--- src/rtl/spm_pkg.sv ---
package spm_pkg;
   typedef enum logic [1:0] {
      ST_IDLE  = 2'd0,
      ST_SHIFT = 2'd1,
      ST_TAIL  = 2'd2
   } spm_state_e;
endpackage

--- src/rtl/spm_rate_gen.sv ---
module spm_rate_gen #(
   parameter int PS_W   = 8,
   parameter int RATE_W = 8
) (
   input  logic              clk,
   input  logic              rst_n,
   input  logic              run,
   input  logic [PS_W-1:0]   ps_val,
   input  logic [RATE_W-1:0] rate_val,
   output logic              tick
);
   logic [PS_W-1:0]   half_div;
   logic [PS_W-1:0]   ps_cnt;
   logic [RATE_W-1:0] rt_cnt;
   logic              ps_term, rt_term;

   generate
      if (PS_W < 2) begin : g_bad_ps
         $error("spm_rate_gen: PS_W must be at least 2");
      end
   endgenerate

   always_comb begin
      half_div = ps_val >> 1;
      if (half_div == '0) half_div = PS_W'(1);
   end

   assign ps_term = (ps_cnt == half_div - PS_W'(1));
   assign rt_term = (rt_cnt == rate_val);
   assign tick    = run && ps_term && rt_term;

   always_ff @(posedge clk or negedge rst_n) begin
      if (!rst_n) begin
         ps_cnt <= '0;
         rt_cnt <= '0;
      end else if (!run) begin
         ps_cnt <= '0;
         rt_cnt <= '0;
      end else if (ps_term) begin
         ps_cnt <= '0;
         rt_cnt <= rt_term ? '0 : rt_cnt + RATE_W'(1);
      end else begin
         ps_cnt <= ps_cnt + PS_W'(1);
      end
   end

   p_tick_restart_r1: assert property (@(posedge clk) disable iff (!rst_n)
      tick |=> (ps_cnt == '0 && rt_cnt == '0));

   p_count_bound_r1: assert property (@(posedge clk) disable iff (!rst_n)
      run |-> (ps_cnt < half_div));
endmodule

--- src/rtl/spm_shifter.sv ---
module spm_shifter
   import spm_pkg::*;
#(
   parameter int MAX_W = 16,
   parameter int WF_W  = 4
) (
   input  logic             clk,
   input  logic             rst_n,
   input  logic             start,
   input  logic [MAX_W-1:0] tx_word,
   input  logic [WF_W-1:0]  wm1_in,
   input  logic             pol_in,
   input  logic             pha_in,
   input  logic             tick,
   input  logic             miso,
   output logic             sclk,
   output logic             mosi,
   output logic             cs_n,
   output logic             busy,
   output logic             rd_valid,
   output logic [MAX_W-1:0] rd_data
);
   localparam int EC_W = $clog2(2 * MAX_W + 1);

   spm_state_e       state;
   logic [MAX_W-1:0] tx_sr, rx_sr;
   logic [EC_W-1:0]  ec, last_ec;
   logic [WF_W-1:0]  wm1_q, align_sh;
   logic             pol_q, pha_q;
   logic             odd_edge, sample_edge, launch_edge;

   assign align_sh    = WF_W'(MAX_W - 1) - wm1_in;
   assign last_ec     = EC_W'({wm1_q, 1'b1});
   assign odd_edge    = ~ec[0];
   assign sample_edge = odd_edge ^ pha_q;
   assign launch_edge = ~sample_edge && (ec != '0);
   assign busy        = (state != ST_IDLE);
   assign mosi        = busy ? tx_sr[MAX_W-1] : 1'b0;

   always_ff @(posedge clk or negedge rst_n) begin
      if (!rst_n) begin
         state    <= ST_IDLE;
         sclk     <= 1'b0;
         cs_n     <= 1'b1;
         pol_q    <= 1'b0;
         pha_q    <= 1'b0;
         wm1_q    <= '0;
         tx_sr    <= '0;
         rx_sr    <= '0;
         ec       <= '0;
         rd_valid <= 1'b0;
         rd_data  <= '0;
      end else begin
         rd_valid <= 1'b0;
         case (state)
            ST_IDLE: if (start) begin
               pol_q <= pol_in;
               pha_q <= pha_in;
               sclk  <= pol_in;
               wm1_q <= wm1_in;
               tx_sr <= tx_word << align_sh;
               rx_sr <= '0;
               ec    <= '0;
               cs_n  <= 1'b0;
               state <= ST_SHIFT;
            end
            ST_SHIFT: if (tick) begin
               sclk <= ~sclk;
               ec   <= ec + EC_W'(1);
               if (sample_edge) rx_sr <= {rx_sr[MAX_W-2:0], miso};
               if (launch_edge) tx_sr <= {tx_sr[MAX_W-2:0], 1'b0};
               if (ec == last_ec) state <= ST_TAIL;
            end
            ST_TAIL: if (tick) begin
               cs_n     <= 1'b1;
               rd_valid <= 1'b1;
               rd_data  <= rx_sr;
               state    <= ST_IDLE;
            end
            default: state <= ST_IDLE;
         endcase
      end
   end

   p_sclk_idle_r3: assert property (@(posedge clk) disable iff (!rst_n)
      (state == ST_IDLE) |-> (sclk == pol_q));

   p_edge_limit_r4: assert property (@(posedge clk) disable iff (!rst_n)
      (state == ST_SHIFT) |-> (ec <= last_ec));

   p_tail_level_r3: assert property (@(posedge clk) disable iff (!rst_n)
      (state == ST_TAIL) |-> (sclk == pol_q));

   p_rdv_pulse_r8: assert property (@(posedge clk) disable iff (!rst_n)
      rd_valid |=> !rd_valid);

   p_rdv_end_r8: assert property (@(posedge clk) disable iff (!rst_n)
      $rose(rd_valid) |-> (!busy && cs_n));
endmodule

--- src/rtl/spm_top.sv ---
module spm_top #(
   parameter int MAX_W  = 16,
   parameter int PS_W   = 8,
   parameter int RATE_W = 8
) (
   input  logic               clk,
   input  logic               rst_n,
   input  logic [RATE_W+7:0]  cfg_word,
   input  logic [PS_W-1:0]    prescale,
   input  logic               wr_valid,
   input  logic [MAX_W-1:0]   wr_data,
   output logic               wr_ready,
   output logic               rd_valid,
   output logic [MAX_W-1:0]   rd_data,
   output logic               busy,
   output logic               sclk,
   output logic               mosi,
   input  logic               miso,
   output logic               cs_n
);
   localparam int WF_W   = $clog2(MAX_W);
   localparam int FLD_W  = 6;
   localparam int MIN_M1 = 3;

   generate
      if (MAX_W < 4 || MAX_W > 2 ** FLD_W) begin : g_bad_w
         $error("spm_top: MAX_W out of range");
      end
   endgenerate

   logic [FLD_W-1:0]  wfld;
   logic [WF_W-1:0]   wm1;
   logic [PS_W-1:0]   ps_q;
   logic [RATE_W-1:0] rate_q;
   logic              start, tick;

   assign wfld     = cfg_word[FLD_W-1:0];
   assign wm1      = (wfld < FLD_W'(MIN_M1)) ? WF_W'(MIN_M1)
                   : (wfld > FLD_W'(MAX_W - 1)) ? WF_W'(MAX_W - 1)
                   : WF_W'(wfld);
   assign wr_ready = ~busy;
   assign start    = wr_valid && wr_ready;

   always_ff @(posedge clk or negedge rst_n) begin
      if (!rst_n) begin
         ps_q   <= '0;
         rate_q <= '0;
      end else if (start) begin
         ps_q   <= prescale;
         rate_q <= cfg_word[RATE_W+7:8];
      end
   end

   spm_rate_gen #(.PS_W(PS_W), .RATE_W(RATE_W)) u_rate (
      .clk(clk), .rst_n(rst_n), .run(busy),
      .ps_val(ps_q), .rate_val(rate_q), .tick(tick)
   );

   spm_shifter #(.MAX_W(MAX_W), .WF_W(WF_W)) u_shift (
      .clk(clk), .rst_n(rst_n), .start(start), .tx_word(wr_data),
      .wm1_in(wm1), .pol_in(cfg_word[6]), .pha_in(cfg_word[7]),
      .tick(tick), .miso(miso), .sclk(sclk), .mosi(mosi), .cs_n(cs_n),
      .busy(busy), .rd_valid(rd_valid), .rd_data(rd_data)
   );

   p_cfg_hold_r7: assert property (@(posedge clk) disable iff (!rst_n)
      (busy && $past(busy)) |-> ($stable(ps_q) && $stable(rate_q)));

   p_select_busy_r6: assert property (@(posedge clk) disable iff (!rst_n)
      $rose(busy) |-> !cs_n);
endmodule

--- config.mk ---
export PLATFORM = sky130hd
export DESIGN_NAME = spm_top
export DESIGN_NICKNAME = d
export VERILOG_FILES = /design/src/rtl/spm_pkg.sv /design/src/rtl/spm_rate_gen.sv /design/src/rtl/spm_shifter.sv /design/src/rtl/spm_top.sv
export SDC_FILE = /design/constraint.sdc
export NUM_CORES = 1
export LEC_CHECK = 0
export BUFFER_PORTS_ARGS = -buffer_cell sky130_fd_sc_hd__buf_2
export CORE_MARGIN = 2
export CORE_UTILIZATION = 56
export CTS_CLUSTER_DIAMETER = 200
export DETAILED_ROUTE_END_ITERATION = 8
export PLACE_DENSITY = 0.88
export RECOVER_POWER = 50
export SLEW_MARGIN = 20
export SYNTH_ARGS = -nofsm -noshare
export SYNTH_HDL_FRONTEND = slang
export SYNTH_SLANG_ARGS = --single-unit
--- constraint.sdc ---
create_clock -name clk -period 6.68 [get_ports clk]
set_input_delay 1.002 -clock clk [delete_from_list [all_inputs] [get_ports clk]]
set_output_delay 1.002 -clock clk [all_outputs]
set_load 0.05 [all_outputs]
==> metrics.cfg, run 1 <==
[routing]
routed_wl_um=11500
vias_per_cell=6.06
route.met2.wl_um=5590
vias=4322
drt_iter0_drc=448
firstDrtPassIters=6
top_layer=met4
drc=0
wire_per_inst_um=16.1
ant_nets=0
dr_wl_met3_um=599
wl_met1_um=5140

[global_route]
grt_pass1_wl_um=19300
grt-ovfl-total=0
grt_usage_pct=23.8
grt_pass1_vias=4076
antenna_found_initial=0
grt_start_max_net_pins=53

[setup_path]
timing.rr.start=ps_q[4]
slowest_delay_ns=0.87
path_cells=nor3_1 -> a21oi_1 -> ha_1 -> nor2b_1 -> o21ai_0 -> nor4b_1 -> o31ai_2 -> or3_4 -> o31ai_4 -> mux2_2
r2r_setup_slack_ns=2.78
worst_r2r_endpoint=u_shift.tx_sr[5]
endpoint_kind=register
arrival_ns=4.17
worstPathRequired_ns=6.94
path_class=reg -> reg
r2r_cells=10
cp_max_fo=16
slowest_stage=o31ai_4
startpoint_type=register

[floorplan]
fp-row-count=35
die_w_um=101
pin_count=66
dieArea_mm2=0.0101
initial_utilization_pct=57.1
die_h_um=101
core_mm2=0.00915

[final_layout]
antennaDiodeCount=0
final_util_pct=63.2
nets=646
n_fill_cell=714
fin_cells=713
layout-drive-gt1-share_pct=21.6
final_area_mm2=0.00578
area_growth_pct=10.7

[power_and_ir_drop]
ir_drop_mv=0.149
power.density_mw_per_mm2=286
p_total_mw=1.65
p_leak_nw=2.75

[flow_run]
maxCapViolations=1

[outcome]
status=finished, violations left
violations=max-capacitance violations, max-slew violations

[clock_network]
cts.sinks=95
h-tree-depth=3
numCtsBuffers=9
cts_resized=0
post-cts-setup-buffer-count=0
clk_pin_slew_worst_paths_ns=0.11
ctsHoldBuffers=0
tritoncts=built
clk-insertion-delay-late_ns=0.38
clk_path_buf_depth=2
root_buffer=clkbuf_8

[timing]
maxSlewHeadroom_pct=-56.2
fmax_mhz=256
setup_viol=0
setup_slack_ns=2.78
finalCritPeriodShare_pct=58.4
min_period_ns=3.90
setup_tns_ns=0
rsz0062_at_grt=false
timing.hold.ws_ns=0.473
skew_ns=0.0212
worst_slew_pin_slew_ns=2.34
drv_slew=45
hold_viol_final=0

[logic_synthesis]
syn_inst=550
yosysSeqAreaShare_pct=45.5
synth_top_family_by_area=simple AND/OR/NAND/NOR gates
ys_ff_latch=95
synthAdderAreaFrac_pct=1.20
yosysUniqueCellTypes=60
avgSynthCellArea_um2=9.50
synthFlopType=dfrtp_1
muxShareOfSynthArea_pct=9.63
synthTopCellsByArea=dfrtp_1 (45%), nand2_1 (8.0%), mux2_2 (5.6%)
synthArstFlopShare_pct=100
synth_top_area_share_pct=45.0
synth_xor_area_share_pct=4.36
syn_nets=599
yosys.area_share.simple_pct=20.3
synth_edf_count=0
yosysTopAreaCell=dfrtp_1
synth_area_mm2=0.00522
yosysWarnings=0
synth-compound-area-share_pct=15.2

[placed_design]
io_buffers=64
dp.cells=697
dp_slack_ns=2.88
placed_cell_area_mm2=0.00557
dp_hpwl_um=8030
gp_congestion=0.917

[worst_hold_path]
holdPathStages=2
hold_start=u_shift.cs_n
min_path_type=reg -> reg
whs_endpoint=u_shift.cs_n

[placed cells by master (no fill, tap or decap), types with 11 or more instances in the layout]
| master | n |
|---|---|
| xor2_1 | 17 |
| nand3_1 | 19 |
| mux2_2 | 26 |
| a31oi_1 | 11 |
| nor2_1 | 18 |
| buf_2 | 63 |
| a22o_1 | 17 |
| inv_1 | 13 |
| a21oi_1 | 18 |
| dfrtp_1 | 94 |
| o21ai_0 | 30 |
| nor3_1 | 13 |
| nand2_1 | 111 |
[flip-flops by register name (all words and copies together) (netlist names), 2 cells and up]
| name | flops |
|---|---|
| u_shift.rx_sr | 16 |
| u_shift.wm1_q | 4 |
| u_shift.ec | 6 |
| u_shift.tx_sr | 16 |
| u_rate.ps_cnt | 8 |
| u_shift.rd_data | 16 |
| rate_q | 8 |
| ps_q | 7 |
| u_shift.state | 2 |
| u_rate.rt_cnt | 8 |
[area by class of cell]
| type | count | area [µm²] | area share (%) |
|---|---|---|---|
| Tap cell | 111 | 139 | 2.40 |
| Sequential cell | 95 | 2380 | 41.1 |
| Timing Repair Buffer | 69 | 353 | 6.10 |
| Clock inverter | 7 | 91.3 | 1.58 |
| Multi-Input combinational cell | 409 | 2650 | 45.8 |
| Inverter | 13 | 48.8 | 0.844 |
| Clock buffer | 9 | 124 | 2.14 |
[where the power goes]
part           switching [mW]  internal (mW)
clock                   0.237          0.152
sequential              0.109          0.679
combinational           0.259          0.219
total                   0.604           1.05
[per-layer routing]
metal | up-vias | track usage (%)
met5 | - | 0
met4 | 0 | 7.48
met3 | 18 | 4.23
met2 | 160 | 38.4
met1 | 2087 | 32.9
li1 | 2057 | -
[cells by family after synthesis]
kind of cell	after synthesis
flip-flops	95
adder cells (fa/ha/maj)	5
XOR/XNOR	26
AND/OR/NAND/NOR	220
AO/OA/AOI/OAI	115
buffers and inverters	46
multiplexers	43
[critical path, delay by kind of cell (launching register included)]
family	cells	cell delay, ns
simple gates	4	1.31
compound gates	4	1.31
flops	1	0.47
mux	1	0.42
fa+ha+maj	1	0.27
[Yosys cell counts, drive strengths merged (2+ instances only)]
cell type / count
nor4: 6
a21oi: 19
o21ai: 31
or4: 5
or2: 4
nor3b: 3
nand4b: 2
mux2i: 9
o211ai: 2
nand4: 2
nand2b: 6
a222oi: 2
o2bb2ai: 4
nand3: 19
buf: 7
a211oi: 8
dfrtp: 94
xnor2: 9
ha: 5
a32o: 2
nand2: 112
nor4b: 2
a22oi: 5
and3: 3
and2: 5
nor2: 18
o31ai: 4
a22o: 17
xor2: 17
nor3: 13
a31oi: 11
nor2b: 9
mux2: 34
a221oi: 3
or3: 8
clkbuf: 26
inv: 13
[worst max-delay path by stage]
stage / to / slack [ns] / from / depth (start not counted)
floorplan: u_shift.tx_sr[10] / 3.49 / ps_q[5] / 12
global placement: u_shift.tx_sr[2] / 2.91 / ps_q[4] / 10
detailed placement: u_shift.tx_sr[7] / 2.88 / ps_q[4] / 10
CTS: u_shift.tx_sr[5] / 2.79 / ps_q[4] / 10
global route: u_shift.tx_sr[5] / 2.47 / ps_q[4] / 10
finish: u_shift.tx_sr[5] / 2.78 / ps_q[4] / 10
Note: power is estimated with default switching activity, not from simulation.
==> run 2: changes to the inputs <==
CORE_UTILIZATION = 53   (was 56)
clock period = 3.4 ns   (was 6.68 ns; I/O delays follow)
==> run 2 against run 1 <==
Sequential share of layout area fell by 0.75 points. Sequential cell count did not move. Worst setup slack worse by 2.6 ns. Largest power group unchanged. The flow now finishes without violations.
==> metrics.cfg, run 2 (synthesis gave the netlist of run 1 again) <==
[flow_run]
maxCapViolations=0

[placed_design]
io_buffers=64
dp.cells=728
dp_hpwl_um=8340
gp_congestion=0.886

[clock_network]
post-cts-setup-buffer-count=0
numCtsBuffers=9
tritoncts=built
clk_pin_slew_worst_paths_ns=0.11
ctsHoldBuffers=0
clk_path_buf_depth=2
root_buffer=clkbuf_8
clk-insertion-delay-late_ns=0.38
cts.sinks=95
cts_resized=1
h-tree-depth=3

[floorplan]
fp-row-count=36
core_mm2=0.00968
die_h_um=103
die_w_um=103
dieArea_mm2=0.0107
pin_count=66
initial_utilization_pct=53.9

[power_and_ir_drop]
power.density_mw_per_mm2=554
p_switching_mw=1.18
intPower_mw=2.09
swShare_pct=36.1
seqPwrFrac_pct=46.7
p_leak_nw=2.75
combPwrFrac_pct=30.9
ir_drop_mv=0.228
p_clk_share_pct=22.5

[setup_path]
path_class=reg -> reg
arrival_ns=3.53
path_cells=nor3_1 -> a21oi_1 -> ha_1 -> nand2b_1 -> or3_1 -> a21oi_2 -> o31ai_2 -> or3_4 -> o31ai_4 -> buf_12 -> mux2_2
cp_num_buf_inv=1
cp_top_family=simple AND/OR/NAND/NOR gates
timing.rr.start=ps_q[7]
cp_max_fo=16
r2r_setup_slack_ns=0.13
endpoint_kind=register
cp-startpoint=ps_q[7]
worstPathRequired_ns=3.66
r2r_cells=11
startpoint_type=register
slowest_stage=dfrtp_2
worst_r2r_endpoint=u_shift.tx_sr[7]
slowest_delay_ns=0.48

[final_layout]
area_growth_pct=12.8
fin_cells=744
most-common-layout-cells=nand2_1 (111), dfrtp_1 (93), buf_2 (52)
layout-drive-gt1-share_pct=21.9
top_regs=u_shift.rd_data: 16 flops, u_shift.rx_sr: 16 flops, u_shift.tx_sr: 16 flops
layout.cells.most_common=nand2_1
final_util_pct=60.9
nets=655
antennaDiodeCount=0

[global_route]
grt-ovfl-total=0
grt_usage_pct=23.0
grt_start_max_net_pins=55
grt_pass1_vias=4025
antenna_found_initial=1
grt_pass1_wl_um=19400

[routing]
vias=4389
wire_per_inst_um=15.6
drc=0
vias_per_cell=5.90
ant_nets=0
routed_wl_um=11600
firstDrtPassIters=5
drt_iter0_drc=268

[timing]
timing.hold.ws_ns=0.165
fmax_mhz=306
setup_viol=0
min_period_ns=3.27
finalCritPeriodShare_pct=96.3
hold_viol_final=0
skew_ns=0.0146
drv_slew=0
worst_slew_pin_slew_ns=1.15
maxSlewHeadroom_pct=23.3

[outcome]
status=finished clean

[worst_hold_path]
min_path_type=in -> async

## run 2: cell types whose count changed in the layout (fill, tap and decap cells not counted), moves of 3 or more
cell,previous run,this run
buf_4,4,12
clkbuf_1,2,13
buf_2,63,52
inv_6,3,0
## run 2: how the worst max path moves through the flow
stage | end | slack (ns) | depth (start not counted)
after floorplan | u_shift.tx_sr[10] | 0.21 | 12
after global placement | u_shift.tx_sr[3] | 0.20 | 11
after detailed placement | u_shift.tx_sr[3] | 0.08 | 11
after CTS | u_shift.rx_sr[5] | 0.007 | 11
after global routing | u_shift.tx_sr[7] | -0.00009 | 11
final | u_shift.tx_sr[7] | 0.13 | 11
## run 2: cell type report
class / count / area, µm²
Clock buffer: 9 / 124
Clock inverter: 7 / 78.8
Fill cell: 784 / 3790
Inverter: 13 / 48.8
Multi-Input combinational cell: 409 / 2680
Sequential cell: 95 / 2380
Tap cell: 133 / 166
Timing Repair Buffer: 78 / 419
## run 2: metrics by stage
| step | setup TNS (ns) | power, mW | setup WS [ns] | instance area [µm²] |
|---|---|---|---|---|
| 3_5_place_dp | 0 | 2.52 | 0.0803 | 5680 |
| 3_3_place_gp | 0 | 2.46 | 0.199 | 5680 |
| 2_1_floorplan | 0 | 2.25 | 0.207 | 5220 |
| 6_report | 0 | 3.27 | 0.127 | 5890 |
| 4_1_cts | 0 | 3.26 | 0.00726 | 5890 |
| 5_1_grt | -0.0000893 | 3.47 | -0.0000893 | 5890 |
## run 2: per-layer routing
layer	vias up	part of all wire, %	global-route usage (%)	routed length [µm]
met3	23	5.7	4.44	661
met4	2	1.8	6.48	210
met2	170	50	37.0	5800
met1	2130	42	32.1	4930
li1	2064	-	-	-
met5	-	0.11	0	13
## run 2: power groups by stage
stage               registers (mW)  logic [mW]  clock network, mW
finish                        1.52        1.01              0.733
floorplan                     1.50       0.753                  0
CTS                           1.52       0.995              0.747
detailed placement            1.53       0.991                  0
global placement              1.52       0.940                  0
global route                  1.56        1.12              0.791
